===== config.mk =====
export PLATFORM = sky130hd
export DESIGN_NAME = i2c_target_ctrl
export DESIGN_NICKNAME = d
export VERILOG_FILES = /design/src/rtl/i2c_tgt_pkg.sv /design/src/rtl/i2c_line_sync.sv /design/src/rtl/i2c_tgt_engine.sv /design/src/rtl/i2c_tgt_regs.sv /design/src/rtl/i2c_target_ctrl.sv
export SDC_FILE = /design/constraint.sdc
export NUM_CORES = 1
export LEC_CHECK = 0
export ABC_CLOCK_PERIOD_IN_PS = 1700
export BUFFER_PORTS_ARGS = -buffer_cell sky130_fd_sc_hd__buf_2
export CORE_AREA = 2 2 77 79
export CTS_CLUSTER_SIZE = 12
export DETAILED_ROUTE_END_ITERATION = 8
export DIE_AREA = 0 0 79 81
export HOLD_SLACK_MARGIN = 0.15
export PLACE_DENSITY_LB_ADDON = 0.2
export RECOVER_POWER = 25
export SETUP_SLACK_MARGIN = 0.2
export SYNTH_ARGS = -nofsm -noshare
export SYNTH_HDL_FRONTEND = slang
export SYNTH_SLANG_ARGS = --single-unit

===== constraint.sdc =====
create_clock -name clk -period 1.7 [get_ports clk]
set_input_delay 0 -clock clk [delete_from_list [all_inputs] [get_ports clk]]
set_output_delay 0 -clock clk [all_outputs]
set_load 0.02 [all_outputs]

===== src/rtl/i2c_tgt_pkg.sv =====
package i2c_tgt_pkg;

   typedef enum logic [2:0] {
      ST_IDLE,
      ST_ADDR,
      ST_ACK,
      ST_RX,
      ST_TX,
      ST_TXACK,
      ST_TXNEXT,
      ST_HOLD
   } tgt_state_e;

   // per-cycle events from the bit engine to the register side
   typedef struct packed {
      logic rx_push;
      logic tx_load;
      logic tx_done;
      logic acc_set;
      logic acc_rd;
      logic stop_evt;
      logic addr_miss;
   } tgt_evt_t;

endpackage


===== src/rtl/i2c_line_sync.sv =====
module i2c_line_sync #(
   parameter int STAGES = 2
) (
   input  logic clk,
   input  logic rst_n,
   input  logic scl_raw,
   input  logic sda_raw,
   output logic scl_s,
   output logic sda_s,
   output logic scl_rise,
   output logic scl_fall,
   output logic start_det,
   output logic stop_det
);

   logic [STAGES-1:0] scl_chain;
   logic [STAGES-1:0] sda_chain;
   logic              scl_q;
   logic              sda_q;

   initial begin
      if (STAGES < 2) $fatal(1, "i2c_line_sync: STAGES must be at least 2");
   end

   for (genvar i = 0; i < STAGES; i++) begin : g_stage
      if (i == 0) begin : g_first
         always_ff @(posedge clk or negedge rst_n) begin
            if (!rst_n) begin
               scl_chain[i] <= 1'b1;
               sda_chain[i] <= 1'b1;
            end else begin
               scl_chain[i] <= scl_raw;
               sda_chain[i] <= sda_raw;
            end
         end
      end else begin : g_next
         always_ff @(posedge clk or negedge rst_n) begin
            if (!rst_n) begin
               scl_chain[i] <= 1'b1;
               sda_chain[i] <= 1'b1;
            end else begin
               scl_chain[i] <= scl_chain[i-1];
               sda_chain[i] <= sda_chain[i-1];
            end
         end
      end
   end

   assign scl_s = scl_chain[STAGES-1];
   assign sda_s = sda_chain[STAGES-1];

   always_ff @(posedge clk or negedge rst_n) begin
      if (!rst_n) begin
         scl_q <= 1'b1;
         sda_q <= 1'b1;
      end else begin
         scl_q <= scl_s;
         sda_q <= sda_s;
      end
   end

   assign scl_rise  = ~scl_q & scl_s;
   assign scl_fall  = scl_q & ~scl_s;
   assign start_det = scl_q & scl_s & sda_q & ~sda_s;
   assign stop_det  = scl_q & scl_s & ~sda_q & sda_s;

endmodule


===== src/rtl/i2c_tgt_engine.sv =====
module i2c_tgt_engine
   import i2c_tgt_pkg::*;
#(
   parameter int ADDR_W = 7,
   parameter int DATA_W = 8
) (
   input  logic              clk,
   input  logic              rst_n,
   input  logic [ADDR_W-1:0] own_addr,
   input  logic              sda_s,
   input  logic              scl_rise,
   input  logic              scl_fall,
   input  logic              start_det,
   input  logic              stop_det,
   input  logic [DATA_W-1:0] tx_byte,
   output logic [DATA_W-1:0] rx_byte,
   output tgt_evt_t          evt,
   output logic              sda_oe
);

   localparam int CNT_W = $clog2(DATA_W + 1);
   localparam logic [CNT_W-1:0] LAST_BIT = CNT_W'(DATA_W - 1);
   localparam logic [CNT_W-1:0] ALL_BITS = CNT_W'(DATA_W);

   tgt_state_e        state;
   logic [CNT_W-1:0]  cnt;
   logic [DATA_W-1:0] sh;
   logic [1:0]        ack_ph;
   logic              rd_mode;
   logic              oe_q;

   logic [DATA_W-1:0] byte_in;
   logic              addr_done;
   logic              addr_hit;
   logic              load_now;

   initial begin
      if (ADDR_W + 1 != DATA_W)
         $fatal(1, "i2c_tgt_engine: address plus direction must fill one byte");
   end

   assign byte_in   = {sh[DATA_W-2:0], sda_s};
   assign addr_done = (state == ST_ADDR) && scl_rise && (cnt == LAST_BIT);
   assign addr_hit  = (byte_in[DATA_W-1:1] == own_addr);
   assign load_now  = scl_fall &&
                      ((state == ST_TXNEXT) ||
                       ((state == ST_ACK) && (ack_ph == 2'd2) && rd_mode));

   always_comb begin
      evt           = '0;
      evt.acc_set   = addr_done && addr_hit;
      evt.acc_rd    = byte_in[0];
      evt.addr_miss = addr_done && !addr_hit;
      evt.rx_push   = (state == ST_RX) && scl_rise && (cnt == LAST_BIT);
      evt.tx_load   = load_now;
      evt.tx_done   = (state == ST_TXACK) && scl_rise;
      evt.stop_evt  = stop_det;
   end

   assign rx_byte = byte_in;
   assign sda_oe  = oe_q;

   always_ff @(posedge clk or negedge rst_n) begin
      if (!rst_n) begin
         state   <= ST_IDLE;
         cnt     <= '0;
         sh      <= '0;
         ack_ph  <= 2'd0;
         rd_mode <= 1'b0;
         oe_q    <= 1'b0;
      end else if (start_det) begin
         state <= ST_ADDR;
         cnt   <= '0;
         oe_q  <= 1'b0;
      end else if (stop_det) begin
         state <= ST_IDLE;
         oe_q  <= 1'b0;
      end else begin
         unique case (state)
            ST_ADDR: begin
               if (scl_rise) begin
                  sh  <= byte_in;
                  cnt <= cnt + 1'b1;
                  if (cnt == LAST_BIT) begin
                     if (addr_hit) begin
                        state   <= ST_ACK;
                        ack_ph  <= 2'd0;
                        rd_mode <= byte_in[0];
                     end else begin
                        state <= ST_HOLD;
                     end
                  end
               end
            end
            ST_ACK: begin
               unique case (ack_ph)
                  2'd0: if (scl_fall) begin
                     oe_q   <= 1'b1;
                     ack_ph <= 2'd1;
                  end
                  2'd1: if (scl_rise) ack_ph <= 2'd2;
                  default: if (scl_fall) begin
                     cnt <= '0;
                     if (rd_mode) begin
                        sh    <= tx_byte;
                        oe_q  <= ~tx_byte[DATA_W-1];
                        state <= ST_TX;
                     end else begin
                        oe_q  <= 1'b0;
                        state <= ST_RX;
                     end
                  end
               endcase
            end
            ST_RX: begin
               if (scl_rise) begin
                  sh  <= byte_in;
                  cnt <= cnt + 1'b1;
                  if (cnt == LAST_BIT) begin
                     state  <= ST_ACK;
                     ack_ph <= 2'd0;
                  end
               end
            end
            ST_TX: begin
               if (scl_rise) begin
                  cnt <= cnt + 1'b1;
               end else if (scl_fall) begin
                  if (cnt == ALL_BITS) begin
                     oe_q  <= 1'b0;
                     state <= ST_TXACK;
                  end else begin
                     sh   <= {sh[DATA_W-2:0], 1'b0};
                     oe_q <= ~sh[DATA_W-2];
                  end
               end
            end
            ST_TXACK: begin
               if (scl_rise) state <= sda_s ? ST_HOLD : ST_TXNEXT;
            end
            ST_TXNEXT: begin
               if (scl_fall) begin
                  cnt   <= '0;
                  sh    <= tx_byte;
                  oe_q  <= ~tx_byte[DATA_W-1];
                  state <= ST_TX;
               end
            end
            default: ;
         endcase
      end
   end

endmodule


===== src/rtl/i2c_tgt_regs.sv =====
module i2c_tgt_regs
   import i2c_tgt_pkg::*;
#(
   parameter int DATA_W = 8
) (
   input  logic              clk,
   input  logic              rst_n,
   input  tgt_evt_t          evt,
   input  logic [DATA_W-1:0] rx_byte,
   output logic [DATA_W-1:0] tx_byte,
   input  logic              wr_tx,
   input  logic [DATA_W-1:0] tx_data,
   input  logic              rd_rx,
   input  logic              rd_stat,
   output logic [DATA_W-1:0] rx_data,
   output logic              acc_active,
   output logic              acc_dir,
   output logic              acc_end,
   output logic              rx_rdy,
   output logic              tx_rdy,
   output logic              rx_ovr
);

   localparam logic [DATA_W-1:0] FILL = '1;

   logic [DATA_W-1:0] thr;
   logic              thr_fresh;

   assign tx_byte = thr_fresh ? thr : FILL;

   // receive side
   always_ff @(posedge clk or negedge rst_n) begin
      if (!rst_n) begin
         rx_data <= '0;
         rx_rdy  <= 1'b0;
         rx_ovr  <= 1'b0;
      end else begin
         if (evt.rx_push) begin
            rx_data <= rx_byte;
            rx_rdy  <= 1'b1;
         end else if (rd_rx) begin
            rx_rdy <= 1'b0;
         end
         if (evt.rx_push && rx_rdy && !rd_rx) rx_ovr <= 1'b1;
         else if (rd_stat)                    rx_ovr <= 1'b0;
      end
   end

   // transmit side
   always_ff @(posedge clk or negedge rst_n) begin
      if (!rst_n) begin
         thr       <= '0;
         thr_fresh <= 1'b0;
         tx_rdy    <= 1'b1;
      end else begin
         if (wr_tx) begin
            thr       <= tx_data;
            thr_fresh <= 1'b1;
         end else if (evt.tx_load) begin
            thr_fresh <= 1'b0;
         end
         if (evt.tx_load)      tx_rdy <= 1'b0;
         else if (evt.tx_done) tx_rdy <= 1'b1;
      end
   end

   // access tracking
   always_ff @(posedge clk or negedge rst_n) begin
      if (!rst_n) begin
         acc_active <= 1'b0;
         acc_dir    <= 1'b0;
         acc_end    <= 1'b0;
      end else begin
         acc_end <= acc_active && (evt.stop_evt || evt.addr_miss);
         if (evt.acc_set) begin
            acc_active <= 1'b1;
            acc_dir    <= evt.acc_rd;
         end else if (evt.stop_evt || evt.addr_miss) begin
            acc_active <= 1'b0;
         end
      end
   end

endmodule


===== src/rtl/i2c_target_ctrl.sv =====
module i2c_target_ctrl
   import i2c_tgt_pkg::*;
#(
   parameter int ADDR_W      = 7,
   parameter int DATA_W      = 8,
   parameter int SYNC_STAGES = 2
) (
   input  logic              clk,
   input  logic              rst_n,
   input  logic [ADDR_W-1:0] own_addr,
   input  logic              scl_i,
   input  logic              sda_i,
   output logic              sda_oe,
   input  logic              wr_tx,
   input  logic [DATA_W-1:0] tx_data,
   input  logic              rd_rx,
   output logic [DATA_W-1:0] rx_data,
   input  logic              rd_stat,
   output logic              acc_active,
   output logic              acc_dir,
   output logic              acc_end,
   output logic              rx_rdy,
   output logic              tx_rdy,
   output logic              rx_ovr
);

   logic              scl_sync;
   logic              sda_sync;
   logic              scl_rise;
   logic              scl_fall;
   logic              start_det;
   logic              stop_det;
   logic [DATA_W-1:0] rx_byte;
   logic [DATA_W-1:0] tx_byte;
   tgt_evt_t          evt;

   i2c_line_sync #(.STAGES(SYNC_STAGES)) u_sync (
      .clk       (clk),
      .rst_n     (rst_n),
      .scl_raw   (scl_i),
      .sda_raw   (sda_i),
      .scl_s     (scl_sync),
      .sda_s     (sda_sync),
      .scl_rise  (scl_rise),
      .scl_fall  (scl_fall),
      .start_det (start_det),
      .stop_det  (stop_det)
   );

   i2c_tgt_engine #(.ADDR_W(ADDR_W), .DATA_W(DATA_W)) u_engine (
      .clk       (clk),
      .rst_n     (rst_n),
      .own_addr  (own_addr),
      .sda_s     (sda_sync),
      .scl_rise  (scl_rise),
      .scl_fall  (scl_fall),
      .start_det (start_det),
      .stop_det  (stop_det),
      .tx_byte   (tx_byte),
      .rx_byte   (rx_byte),
      .evt       (evt),
      .sda_oe    (sda_oe)
   );

   i2c_tgt_regs #(.DATA_W(DATA_W)) u_regs (
      .clk        (clk),
      .rst_n      (rst_n),
      .evt        (evt),
      .rx_byte    (rx_byte),
      .tx_byte    (tx_byte),
      .wr_tx      (wr_tx),
      .tx_data    (tx_data),
      .rd_rx      (rd_rx),
      .rd_stat    (rd_stat),
      .rx_data    (rx_data),
      .acc_active (acc_active),
      .acc_dir    (acc_dir),
      .acc_end    (acc_end),
      .rx_rdy     (rx_rdy),
      .tx_rdy     (tx_rdy),
      .rx_ovr     (rx_ovr)
   );

endmodule


## Word-level counts from Yosys, hierarchy flattened

Index checks and enable logic that the tools add are counted.

| cells by class | value |
|---|---|
| add/subtract/negate cells | 1 |
| equal/unequal tests | 42 |
| muxes and demuxes | 63 |
| bitwise logic cells | 15 |
| reduce and logical (&&, ||, !) cells | 37 |

Operators with widths:

| operator | number |
|---|---|
| 7-bit 2-to-1 mux | 8 |
| 3-bit 2-to-1 mux | 15 |
| 4-bit by 3-bit inequality test with 1-bit output (second input constant) | 7 |
| 7-bit one-hot mux with 4 select lines | 1 |
| 11-bit AND reduction | 2 |
| 1-bit 2-to-1 mux | 20 |
| 4-bit 2-to-1 mux | 5 |
| 4-bit inequality test (second input constant) | 5 |
| 3-bit one-hot mux with 6 select lines | 1 |
| 2-bit by 1-bit inequality test with 1-bit output (second input constant) | 8 |
| 2-bit 2-to-1 mux | 7 |
| 1-bit logical AND | 13 |
| 2-bit inequality test (second input constant) | 6 |
| 4-bit one-hot mux with 3 select lines | 1 |
| 12-bit AND reduction | 1 |
| 6-bit AND reduction | 2 |
| 2-bit nonzero test | 5 |
| 3-bit equality test (second input constant) | 3 |
| 8-bit 2-to-1 mux | 1 |
| 1-bit NOT | 8 |
| 4-bit nonzero test | 2 |
| 8-bit nonzero test | 1 |
| 1-bit bitwise AND | 7 |
| 7-bit equality test | 1 |
| other kinds (22) | 28 |

| storage, ports and cells | value |
|---|---|
| register bits after elaboration | 47 |

## Depth between registers and ports, before layout

Gate-level depths: netlist (run 1).

| depth | value |
|---|---|
| depth after elaboration | 8 |
| mapped depth | 7 |
| depth with buffers taken out | 7 |

## By module

From an unflattened synthesis (run 1), not the netlist that was laid out.

| second synthesis, totals | value |
|---|---|
| cell total of the unflattened synthesis | 236 |
| area total of the unflattened synthesis | 2623.8 µm² |

By module, submodules not included:

| module | times used | cells each | area each (µm²) | seq. area each (µm²) |
|---|---|---|---|---|
| i2c_tgt_engine | 1 | 165 | 1468.9 | 450.4 |
| i2c_tgt_regs | 1 | 61 | 964.7 | 576.8 |
| i2c_line_sync | 1 | 10 | 190.2 | 157.7 |

## Worst setup path after synthesis (run 1)

No wires, ideal clock.

| timing path | value |
|---|---|
| kind | register -> register |
| start | register u_engine.ack_ph[1] |
| end | register u_engine.sh[0] |
| library setup time | 0.125 ns |
| arrival time | 1.702 ns |
| path slack | -0.128 ns |
| cell stages (with the launch flop) | 7 |
| path buffers | 1 |
| period minus slack after synthesis | 1.828 ns |
| path through | dfrtp_1 > or2_1 > or3_1 > and3_1 > buf_6 > o2111ai_4 > mux2_4 |

| on the way | value |
|---|---|
| longest elaborated chain between the ends | 4 |

RTL lines:

| item | RTL line | text |
|---|---|---|
| from (decl) | i2c_tgt_engine.sv:28 | `logic [1:0] ack_ph;` |
| from (signal assigned) | i2c_tgt_engine.sv:68 | `ack_ph <= 2'd0;` |
| from (signal assigned) | i2c_tgt_engine.sv:87 | `ack_ph <= 2'd0;` |
| from (signal assigned) | i2c_tgt_engine.sv:99 | `ack_ph <= 2'd1;` |
| 2-bit by 1-bit equality test with 1-bit output / 2-bit logical NOT (equally long branches) | i2c_tgt_engine.sv:96 | `unique case (ack_ph)` |
| 2-bit OR reduction (no source line) * | n/a |  |
| 2-bit inequality test (no source line) * | n/a |  |
| 11-bit AND reduction (no source line) * | n/a |  |
| to (signal assigned) | i2c_tgt_engine.sv:105 | `sh <= tx_byte;` |
| to (signal assigned) | i2c_tgt_engine.sv:117 | `sh <= byte_in;` |
| to (signal assigned) | i2c_tgt_engine.sv:133 | `sh <= {sh[DATA_W-2:0], 1'b0};` |
| to (decl) | i2c_tgt_engine.sv:27 | `logic [DATA_W-1:0] sh;` |

Mark *: on every way between the ends. The rest lies on a longest branch, timed or not.
A chain may end at the register's enable or synchronous reset.

## Worst setup path after layout (run 1)

| timing path | value |
|---|---|
| start | register u_engine.cnt[0] |
| end | register u_engine.sh[6] |

| on the way | value |
|---|---|
| longest elaborated chain between the ends | 3 |

RTL lines:

| item | RTL line | text |
|---|---|---|
| from (decl) | i2c_tgt_engine.sv:26 | `logic [CNT_W-1:0] cnt;` |
| from (signal assigned) | i2c_tgt_engine.sv:83 | `cnt <= cnt + 1'b1;` |
| from (signal assigned) | i2c_tgt_engine.sv:118 | `cnt <= cnt + 1'b1;` |
| from (signal assigned) | i2c_tgt_engine.sv:127 | `cnt <= cnt + 1'b1;` |
| 4-bit equality test | i2c_tgt_engine.sv:129 | `if (cnt == ALL_BITS) begin` |
| 2-bit inequality test (no source line) | n/a |  |
| 11-bit AND reduction (no source line) | n/a |  |
| to (signal assigned) | i2c_tgt_engine.sv:117 |  |
| to (signal assigned) | i2c_tgt_engine.sv:133 |  |
| to (signal assigned) | i2c_tgt_engine.sv:144 | `sh <= tx_byte;` |

Every way passes these cells.

==> results by group, run 1 <==
Status
  • Status: complete, but fails checks
  • Failing checks: setup timing

STA
  • Final Critical Period: 1.84 ns
  • Slew @ Worst Pin: 1.35 ns
  • Total negative slack: -1.64 ns
  • Final Hold Viols: 0
  • Peak Freq: 542 MHz
  • RSZ-0062 raised after global routing: true
  • Clock Skews: approximately 0.013 ns
  • Fin crit share: 109%
  • Count of pins over their slew limit: 0
  • Relative slew slack: 10.3%
  • Setup ws final: -0.145 ns
  • Final setup fails: 21

Power
  • Clock Power Share: 13.9%
  • Sw Share: 38.1%
  • Comb power frac: 59.6%
  • Pleak: about 1.7 nW
  • Pint: 3.73 mW
  • Pwr per Cell Area: ~1600 mW/mm²
  • NetSw: 2.30 mW
  • Max VDD drop: 0.820 mV
  • Share of power burned in registers: 26.5%

Layout
  • Area Overhead vs Synth: 51.2%
  • FF+latch area: 0.00119 mm²
  • Share of layout cells above drive strength 1: 45.7%
  • Fillers: 464
  • Design Area, Final: between 0.003 and 0.004 mm²
  • Ant. Diodes: 0
  • Multi-input logic area: 0.00137 mm²
  • Layout Nets: 376
  • Final Non-Filler Cells: ~430

Synth
  • Top FF cell, synth: dfrtp_1
  • Synth Instances: 236
  • Top cell type's share of synthesized area: slightly above 40%
  • Average cell area after synthesis: 10.4 µm²
  • Leading cell type by number of instances after synthesis: dfrtp_1
  • Count of flip-flops with a built-in enable after synthesis: 0
  • Post-synthesis cell type count: 54
  • Most frequent cells after synthesis: 40 x dfrtp_1, 21 x nand2_1, 16 x o21ai_0, 15 x nor2_1, 12 x inv_1
  • Synthesized flop and latch total: 47
  • Cell taking the most area after synthesis: dfrtp_1
  • Sequential-to-total area share from yosys stat: 48.1%
  • Net Count, Synth: around 260
  • Synth warnings: 0
  • Largest cells by area after synthesis: dfrtp_1 41%, dfstp_2 7.5%, mux2_2 5.0%
  • Ys async rst share: 100%
  • Post-Syn Area: 0.00246 mm²

Clocking
  • CTS max path bufs: 2
  • Clk_lat worst skew: 0.31 ns
  • Worst-path clk slew: ~0.090 ns
  • TritonCTS clock tree: built
  • Sink Count: 47
  • CTS H-tree depth: 2
  • Clock root buffer master: clkbuf_8
  • Number of CTS-inserted buffers: 5

Worst setup path
  • Reg-to-reg startpoint: u_engine.cnt[0]
  • R2R depth: 7
  • CP endpoint kind: flop
  • Startpoint types: flop
  • Flop2flop setup slack: -0.14 ns
  • R2r endpoint: u_engine.sh[6]
  • Most used cell, CP: mux2_4
  • Maximum fanout along the worst path: 7
  • Max incr delay on CP: 0.39 ns
  • Crit path kind: reg2reg
  • WP data required: approximately 1.9 ns
  • Slowest-stage cell, CP: dfrtp_1
  • Arr. time, crit path: 2.04 ns
  • Worst-path cell chain: inv_1 -> ha_2 -> and3b_2 -> o21ai_2 -> mux2_4 -> o2111ai_4 -> mux2_4

GRT
  • First-pass GRT wire length: between 10,000 and 15,000 µm
  • GRT Overall Usage: between 20% and 30%
  • Congestion Overflow GR: 0
  • Largest net degree at the start of global routing: 26
  • Initial antenna violation count: 0
  • Vias in the first global route: 2,259

Min path
  • Worst hold path type: in2reg
  • Hold path endpoint: u_regs.acc_end
  • Hold Crit Start: own_addr[1]
  • Hold Path Stages: 6

Detailed routing
  • DR pass1 iterations: 4
  • Post-DR wirelength/cell: 15.7 µm
  • Vias per inst: 5.18
  • Initial DRC Count: around 160
  • Antenna Nets Post-Route: 0
  • Final wirelength: 6700 µm
  • DRC violations left: 0
  • Via count: 2,213

Job
  • Max_cap viols: 0

Placed design
  • HPWL Detailed: 4480 µm
  • GPL Wtd Cong: around 0.87
  • Placed insts: 380
  • Port Buffers: 36
  • Placed cell area: 0.00307 mm²
  • Dpl ws: -0.173 ns

Floorplanning
  • Chip width: 79 µm
  • Initial Util: a little over two fifths
  • Core area: between 0.005 and 0.006 mm²
  • Overall die height: roughly 81 µm
  • Die area: 0.00640 mm²
  • IO Count: 37
  • Row Count: 28
power groups by stage:
stage	sequential [mW]	clock (mW)	combinational [mW]
after floorplan	1.63	0	1.76
after global placement	1.59	0	2.79
after detailed placement	1.60	0	2.79
after CTS	1.59	0.855	3.38
after global routing	1.62	0.912	3.87
final	1.59	0.840	3.59
repair_timing:
action                                  CTS  global route
buffers inserted                         13             4
pin swaps                                11             5
gates resized for setup                  46             6
endpoints found under the setup margin   30            32
hold endpoints to repair                 60             0
hold buffers                             22             0
worst max-delay path: cells and delay by family (launching register included):
kind	cells	cell delay (ns)
buffers and inverters	1	0.06
flip-flops	1	0.39
adder cells (fa/ha/maj)	1	0.17
AND/OR/NAND/NOR	1	0.22
AO/OA/AOI/OAI	2	0.35
multiplexers	2	0.53
layout by cell type (no fill, tap or decap), types with 6 or more instances in the layout:
cell	synthesis	layout
buf_6	1	11
inv_1	12	10
buf_2	1	33
mux2_2	11	10
buf_4	1	45
nor2_1	15	13
a31oi_1	9	7
o21ai_0	16	12
dfstp_2	7	7
nand2_1	21	21
xnor2_1	6	6
dlygate4sd3_1	0	22
mux2_4	7	9
dfrtp_1	40	39
registers in the layout, indices dropped and copies added, names as in the netlist, 2 cells and up:
register         cells
u_engine.ack_ph      2
u_engine.state       3
u_engine.sh          7
u_regs.rx_data       8
u_engine.cnt         4
u_regs.thr           8
worst max-delay path by stage:
| stage | startpoint | to | slack, ns | cells after the start |
|---|---|---|---|---|
| after detailed placement | u_engine.state[2] | u_engine.state[2] | -0.17 | 6 |
| after CTS | u_engine.cnt[0] | u_engine.sh[6] | -0.11 | 7 |
| after global routing | u_engine.cnt[0] | u_engine.sh[4] | -0.20 | 7 |
| after floorplan | u_engine.ack_ph[1] | u_engine.sh[0] | -0.09 | 6 |
| after global placement | u_engine.state[2] | u_engine.state[2] | -0.17 | 6 |
| final | u_engine.cnt[0] | u_engine.sh[6] | -0.14 | 7 |
cell families (layout without fill, tap and decap cells):
kind of cell / after synthesis / in the layout / share of synthesized area, %
AO/OA/AOI/OAI: 57 / 57 / 16.6
flip-flops: 47 / 47 / 48.1
AND/OR/NAND/NOR: 79 / 79 / 17.0
buffers and inverters: 22 / 138 / 3.86
adder cells (fa/ha/maj): 3 / 3 / 1.52
multiplexers: 20 / 20 / 10.2
XOR/XNOR: 8 / 8 / 2.84
through the flow:
stage | utilization [%] | hold WS (ns) | power, mW
6_report | 65.7 | 0.310 | 6.03
2_1_floorplan | - | -0.296 | 3.40
3_3_place_gp | 54.1 | 0.0117 | 4.38
3_5_place_dp | 54.1 | 0.0208 | 4.40
5_1_grt | 65.7 | 0.344 | 6.41
4_1_cts | 64.8 | 0.222 | 5.83
cell type report:
class | instances | share of cell area (%)
well taps | 75 | 2.52
multi-input cells | 167 | 36.6
clock inverters | 3 | 1.24
inverters | 13 | 1.31
repair buffers | 117 | 24.6
flip-flops and latches | 47 | 31.8
clock buffers | 5 | 1.85
layer usage:
metal | share of wire (%) | vias up | global-route usage (%)
met3 | 4.0 | 13 | 3.33
met2 | 49 | 55 | 36.9
met4 | 2.0 | 0 | 6.90
met5 | 0 | - | 0
met1 | 45 | 1060 | 30.2
li1 | - | 1085 | -
Power figures use the tool's default switching activity.
==> run 2: changes to the inputs <==
Settings changed: HOLD_SLACK_MARGIN 0.15 to 0.02, SETUP_SLACK_MARGIN 0.2 to unset.
==> run 2 against run 1 <==
The run still ends with setup timing left. Critical endpoint is now u_engine.sh[4]. Clock skew fell by 0.0084 ns. Worst hold slack got worse by 0.25 ns. Highest routed layer unchanged. Total power fell by 5.6%. Critical path depth fell by 2.
==> results by group, run 2 (same netlist as run 1, synthesis figures left out) <==
Layout
  • Layout Nets: 369 (-1.9%)
  • Area Overhead vs Synth: 46.7%
  • Final core utilization: 63.7% (-2.0 points)
  • FF+latch area: 0.00119 mm² (unchanged)
  • Most frequent cells in the layout: 52 x buf_4, 39 x dfrtp_1, 35 x buf_2, 21 x nand2_1, 17 x mux2_4
  • Fillers: 467 (+0.65%)
  • Share of layout cells above drive strength 1: 46.2% (+0.48 points)
  • Commonest non-fill, non-tap cell in the layout: buf_4
  • Registers with the most flip-flops: u_regs.rx_data x8, u_regs.thr x8, u_engine.sh x7
  • Ant. Diodes: 0 (unchanged)
  • Multi-input logic area: 0.00137 mm² (unchanged)

STA
  • Clock Skews: 0.00490 ns (-0.00844 ns)
  • Peak Freq: 548 MHz (+1.0%)
  • Relative slew slack: 17.0% (+6.7 points)
  • Final setup fails: 18 (-14%)
  • Setup ws final: -0.126 ns (+0.0182 ns)
  • Total negative slack: -1.14 ns (+0.502 ns)
  • Final Hold Viols: 0 (unchanged)
  • RSZ-0062 raised after global routing: true
  • Count of pins over their slew limit: 0 (unchanged)
  • Final Critical Period: 1.83 ns (-0.0182 ns)
  • Slew @ Worst Pin: 1.25 ns (-0.100 ns)
  • Fin crit share: 107% (-1.1 points)

Floorplanning
  • Initial Util: 43.4% (unchanged)
  • Overall die height: 81 µm (unchanged)
  • IO Count: 37 (unchanged)
  • Row Count: 28 (unchanged)
  • Die area: 0.00640 mm² (unchanged)
  • Chip width: 79 µm (unchanged)
  • Core area: 0.00568 mm² (unchanged)

Worst setup path
  • WP data required: 1.88 ns (about the same)
  • Crit path kind: reg2reg
  • Maximum fanout along the worst path: 7 (unchanged)
  • Arr. time, crit path: 2.01 ns (-0.03 ns)
  • CP endpoint kind: flop
  • Startpoint types: flop

Clocking
  • Clk_lat worst skew: 0.29 ns (-0.02 ns)
  • Number of CTS-inserted buffers: 5 (unchanged)
  • Clock root buffer master: clkbuf_8
  • Sink Count: 47 (unchanged)
  • CTS max path bufs: 2 (unchanged)
  • Worst-path clk slew: 0.08 ns (about the same)
  • TritonCTS clock tree: built
  • CTS H-tree depth: 2 (unchanged)

GRT
  • First-pass GRT wire length: 10,300 µm (-6.4%)
  • GRT Overall Usage: 20.7% (-1.5 points)
  • Congestion Overflow GR: 0 (unchanged)
  • Largest net degree at the start of global routing: 27 (+3.8%)
  • Vias in the first global route: 2,102 (-6.9%)
  • Initial antenna violation count: 0 (unchanged)

Power
  • Max VDD drop: 0.610 mV (-26%)
  • Pleak: 1.74 nW (-0.34%)
  • Pwr per Cell Area: 1570 mW/mm² (-2.7%)

Status
  • Failing checks: setup timing
  • Status: complete, but fails checks

Placed design
  • GPL Wtd Cong: 0.890 (+2.5%)
  • Port Buffers: 36 (unchanged)
  • HPWL Detailed: 4630 µm (+3.4%)

Detailed routing
  • DRC violations left: 0 (unchanged)
  • Post-DR wirelength/cell: 15.0 µm (-4.4%)
  • Initial DRC Count: 82 (-50%)
  • Via count: 2,172 (-1.9%)
  • Final wirelength: 6280 µm (-6.2%)
  • Antenna Nets Post-Route: 0 (unchanged)
  • DR pass1 iterations: 4 (unchanged)
  • Vias per inst: 5.18 (about the same)

Min path
  • Worst hold path type: in2reg

Job
  • Max_cap viols: 0 (unchanged)
run 2: timing repair:
action,CTS,global route
setup buffers,5,4
hold buffers,13,0
hold endpoints to repair,26,0
pin swaps,5,6
gates resized for setup,26,26
setup endpoints to repair,24,28
run 2: power by group:
part           total, mW  switching (mW)  internal [mW]  leakage (nW)
clock network      0.790           0.359          0.431        0.0513
logic               3.31            1.53           1.78          1.11
registers           1.59           0.206           1.39         0.583
total               5.69            2.09           3.60          1.74
run 2: through the flow:
stage                     total power, mW  cells  cell area [µm²]  setup WS, ns  hold slack [ns]
after floorplan                      3.33    236             2460       -0.0936           -0.296
after global routing                 6.06    419             3610        -0.185           0.0931
after detailed placement             4.46    390             3110        -0.145          0.00652
final                                5.69    419             3610        -0.126           0.0572
after global placement               4.46    390             3110        -0.124       -0.0000488
after CTS                            5.47    415             3490       -0.0903           0.0515
run 2: worst max-delay path: stages, from the launching register on:
cell and delay [ns]:
dfrtp_1 0.39, or2_1 0.27, or3_1 0.33, and3_4 0.21, o2111ai_4 0.19, mux2_4 0.33
run 2: area by class of cell:
class	count	area share, %
Tap cell	75	2.60
Clock inverter	1	0.831
Clock buffer	6	2.01
Inverter	13	1.35
Multi-Input combinational cell	167	37.8
Sequential cell	47	32.8
Timing Repair Buffer	110	22.6
run 2: metal layers:
layer	GRT usage, %	vias to the layer above	routed length, µm
met4	5.17	0	29
met2	33.8	41	3060
met3	3.00	2	167
met1	29.2	1063	3030
li1	-	1066	-
met5	0	-	0
run 2: final timing paths:
kind	startpoint	to	slack [ns]	depth (start not counted)
min in group asynchronous	rst_n	u_regs.rx_rdy	0.49	2
setup / recovery	u_engine.ack_ph[1]	u_engine.sh[4]	-0.13	5
hold reg to reg	u_sync.sda_chain[0]	u_sync.sda_s	0.36	0
setup reg to reg	u_engine.ack_ph[1]	u_engine.sh[4]	-0.13	5
hold / removal	wr_tx	u_regs.thr[5]	0.06	3
max in group asynchronous	rst_n	u_engine.state[0]	0.39	2
==> run 3: changes to the inputs <==
Settings changed: CORE_AREA 2 2 77 79 to 2 2 73 75, DIE_AREA 0 0 79 81 to 0 0 75 77.
==> run 3 against run 2 <==
The flow still finishes with violations (setup timing). Highest routed layer unchanged. Global-route usage grew 2.8 points. Sequential share of layout area grew 0.16 points. Clock power shrank 9.9%. Combinational power grew 4%. Final cell count shrank 1.4%. Sequential power is essentially flat.
==> results by group, run 3 (same netlist as run 1, synthesis figures left out) <==
STA
  • Peak Freq: 538 MHz (-1.7%)
  • Total negative slack: -1.54 ns (-0.399 ns)
  • Slew @ Worst Pin: 1.32 ns (+0.0760 ns)
  • Final Hold Viols: 0 (unchanged)
  • Final setup fails: 22 (+4)
  • Fin crit share: 109% (+1.8 points)
  • Setup ws final: -0.157 ns (-0.0309 ns)
  • Final Critical Period: 1.86 ns (+0.0309 ns)
  • Count of pins over their slew limit: 0 (unchanged)
  • Hold WS: 0.0519 ns (-0.00527 ns)
  • Relative slew slack: 11.9% (-5.1 points)
  • Clock Skews: 0.00924 ns (+0.00435 ns)
  • RSZ-0062 raised after global routing: true

Clocking
  • Clk_lat worst skew: 0.30 ns (about the same)
  • CTS H-tree depth: 2 (unchanged)
  • Clock root buffer master: clkbuf_8
  • Worst-path clk slew: 0.10 ns (+0.02 ns)
  • TritonCTS clock tree: built
  • Number of CTS-inserted buffers: 5 (unchanged)
  • CTS max path bufs: 2 (unchanged)
  • Sink Count: 47 (unchanged)

Placed design
  • HPWL Detailed: 4510 µm (-2.6%)
  • GPL Wtd Cong: 0.880 (-1.1%)
  • Dpl ws: -0.154 ns (-0.00883 ns)
  • Placed cell area: 0.00309 mm² (-0.44%)
  • Port Buffers: 36 (unchanged)
  • Placed insts: 384 (-1.5%)

Detailed routing
  • Antenna Nets Post-Route: 0 (unchanged)
  • Initial DRC Count: 182 (+120%)
  • DRC violations left: 0 (unchanged)
  • Post-DR wirelength/cell: 15.7 µm (+4.5%)
  • Final wirelength: 6470 µm (+3.0%)
  • Via count: 2,202 (+1.4%)
  • Vias per inst: 5.33 (+2.9%)
  • DR pass1 iterations: 4 (unchanged)

Min path
  • Worst hold path type: in2reg

Layout
  • Area Overhead vs Synth: 46.0%
  • Ant. Diodes: 0 (unchanged)
  • Share of layout cells above drive strength 1: 46.6% (+0.43 points)
  • Most frequent cells in the layout: 49 x buf_4, 39 x dfrtp_1, 35 x buf_2, 21 x nand2_1
  • Design Area, Final: 0.00360 mm² (-0.48%)
  • Final core utilization: 72.3% (+8.6 points)
  • Final Non-Filler Cells: 413 (-1.4%)
  • Layout Nets: 367 (-0.54%)
  • Fillers: 349 (-25%)
  • Multi-input logic area: 0.00138 mm² (+0.73%)
  • Registers with the most flip-flops: u_regs.rx_data x8, u_regs.thr x8, u_engine.sh x7
  • FF+latch area: 0.00119 mm² (unchanged)
  • Commonest non-fill, non-tap cell in the layout: buf_4

Floorplanning
  • Core area: 0.00498 mm² (-12%)
  • Initial Util: 49.5% (+6.1 points)
  • Row Count: 26 (-7.1%)
  • Die area: 0.00578 mm² (-9.8%)
  • Chip width: 75 µm (-5.1%)
  • Overall die height: 77 µm (-4.9%)
  • IO Count: 37 (unchanged)

Power
  • Pint: 3.51 mW (-2.5%)
  • Pleak: 1.72 nW (-1.1%)
  • Pwr per Cell Area: 1600 mW/mm² (+1.5%)
  • Power, Total: 5.75 mW (+1.1%)
  • NetSw: 2.24 mW (+7.1%)
  • Comb power frac: 59.8% (+1.6 points)
  • Share of power burned in registers: 27.9% (about the same)
  • Sw Share: 39.0% (+2.2 points)
  • Max VDD drop: 0.953 mV (+56%)
  • Clock Power Share: 12.4% (-1.5 points)

GRT
  • Largest net degree at the start of global routing: 25 (-7.4%)
  • Congestion Overflow GR: 0 (unchanged)
  • First-pass GRT wire length: 10,400 µm (+0.53%)
  • Vias in the first global route: 2,135 (+1.6%)
  • GRT Overall Usage: 23.5% (+2.8 points)
  • Initial antenna violation count: 0 (unchanged)

Worst setup path
  • Maximum fanout along the worst path: 7 (unchanged)
  • Arr. time, crit path: 2.05 ns (+0.04 ns)
  • Startpoint types: flop
  • CP endpoint kind: flop
  • WP data required: 1.89 ns (about the same)
  • Crit path kind: reg2reg

Status
  • Status: complete, but fails checks
  • Failing checks: setup timing

Job
  • Max_cap viols: 0 (unchanged)
[run 3: final cells by class]
type                       instances  share of cell area, %
sequential                        47                   33.0
clock buffer                       5                   1.91
multi-input combinational        167                   38.2
tap                               70                   2.43
clock inverter                     3                  0.661
inverter                          13                   1.36
timing repair buffer             108                   22.4
[run 3: worst paths after layout]
path / start / endpoint / slack (ns) / cells after the start
min in group asynchronous: rst_n / u_regs.thr[3] / 0.52 / 2
min reg2reg: u_sync.sda_chain[0] / u_sync.sda_s / 0.37 / 0
max: u_engine.cnt[0] / u_engine.sh[6] / -0.16 / 7
min: wr_tx / u_regs.thr[4] / 0.05 / 3
max in group asynchronous: rst_n / u_engine.cnt[2] / 0.40 / 2
max reg2reg: u_engine.cnt[0] / u_engine.sh[6] / -0.16 / 7
[run 3: worst max-delay path: stages (launching register included)]
cell and delay (ns):
dfrtp_1 0.40, inv_1 0.06, ha_2 0.16, and3b_2 0.23, o21ai_2 0.15, mux2_4 0.17, o2111ai_4 0.22, mux2_4 0.36
[run 3: metal layers]
| metal | part of all wire (%) | GRT usage [%] | vias up |
|---|---|---|---|
| li1 | - | - | 1071 |
| met3 | 4.8 | 4.20 | 12 |
| met2 | 46 | 36.5 | 60 |
| met5 | 0 | 0 | - |
| met1 | 47 | 33.7 | 1059 |
| met4 | 1.9 | 6.07 | 0 |
[run 3: timing repair]
item	in CTS	in global routing
pin swaps	8	12
setup endpoints to repair	26	28
setup buffers	7	1
resized for setup	17	33
endpoints found under the hold margin	28	0
hold buffers	13	0
[run 3: power groups by stage]
| stage | clock network (mW) | registers (mW) | logic [mW] |
|---|---|---|---|
| after floorplan | 0 | 1.63 | 1.70 |
| after global placement | 0 | 1.59 | 2.81 |
| after detailed placement | 0 | 1.60 | 2.83 |
| after CTS | 0.716 | 1.58 | 3.09 |
| after global routing | 0.761 | 1.63 | 3.69 |
| final | 0.712 | 1.60 | 3.44 |
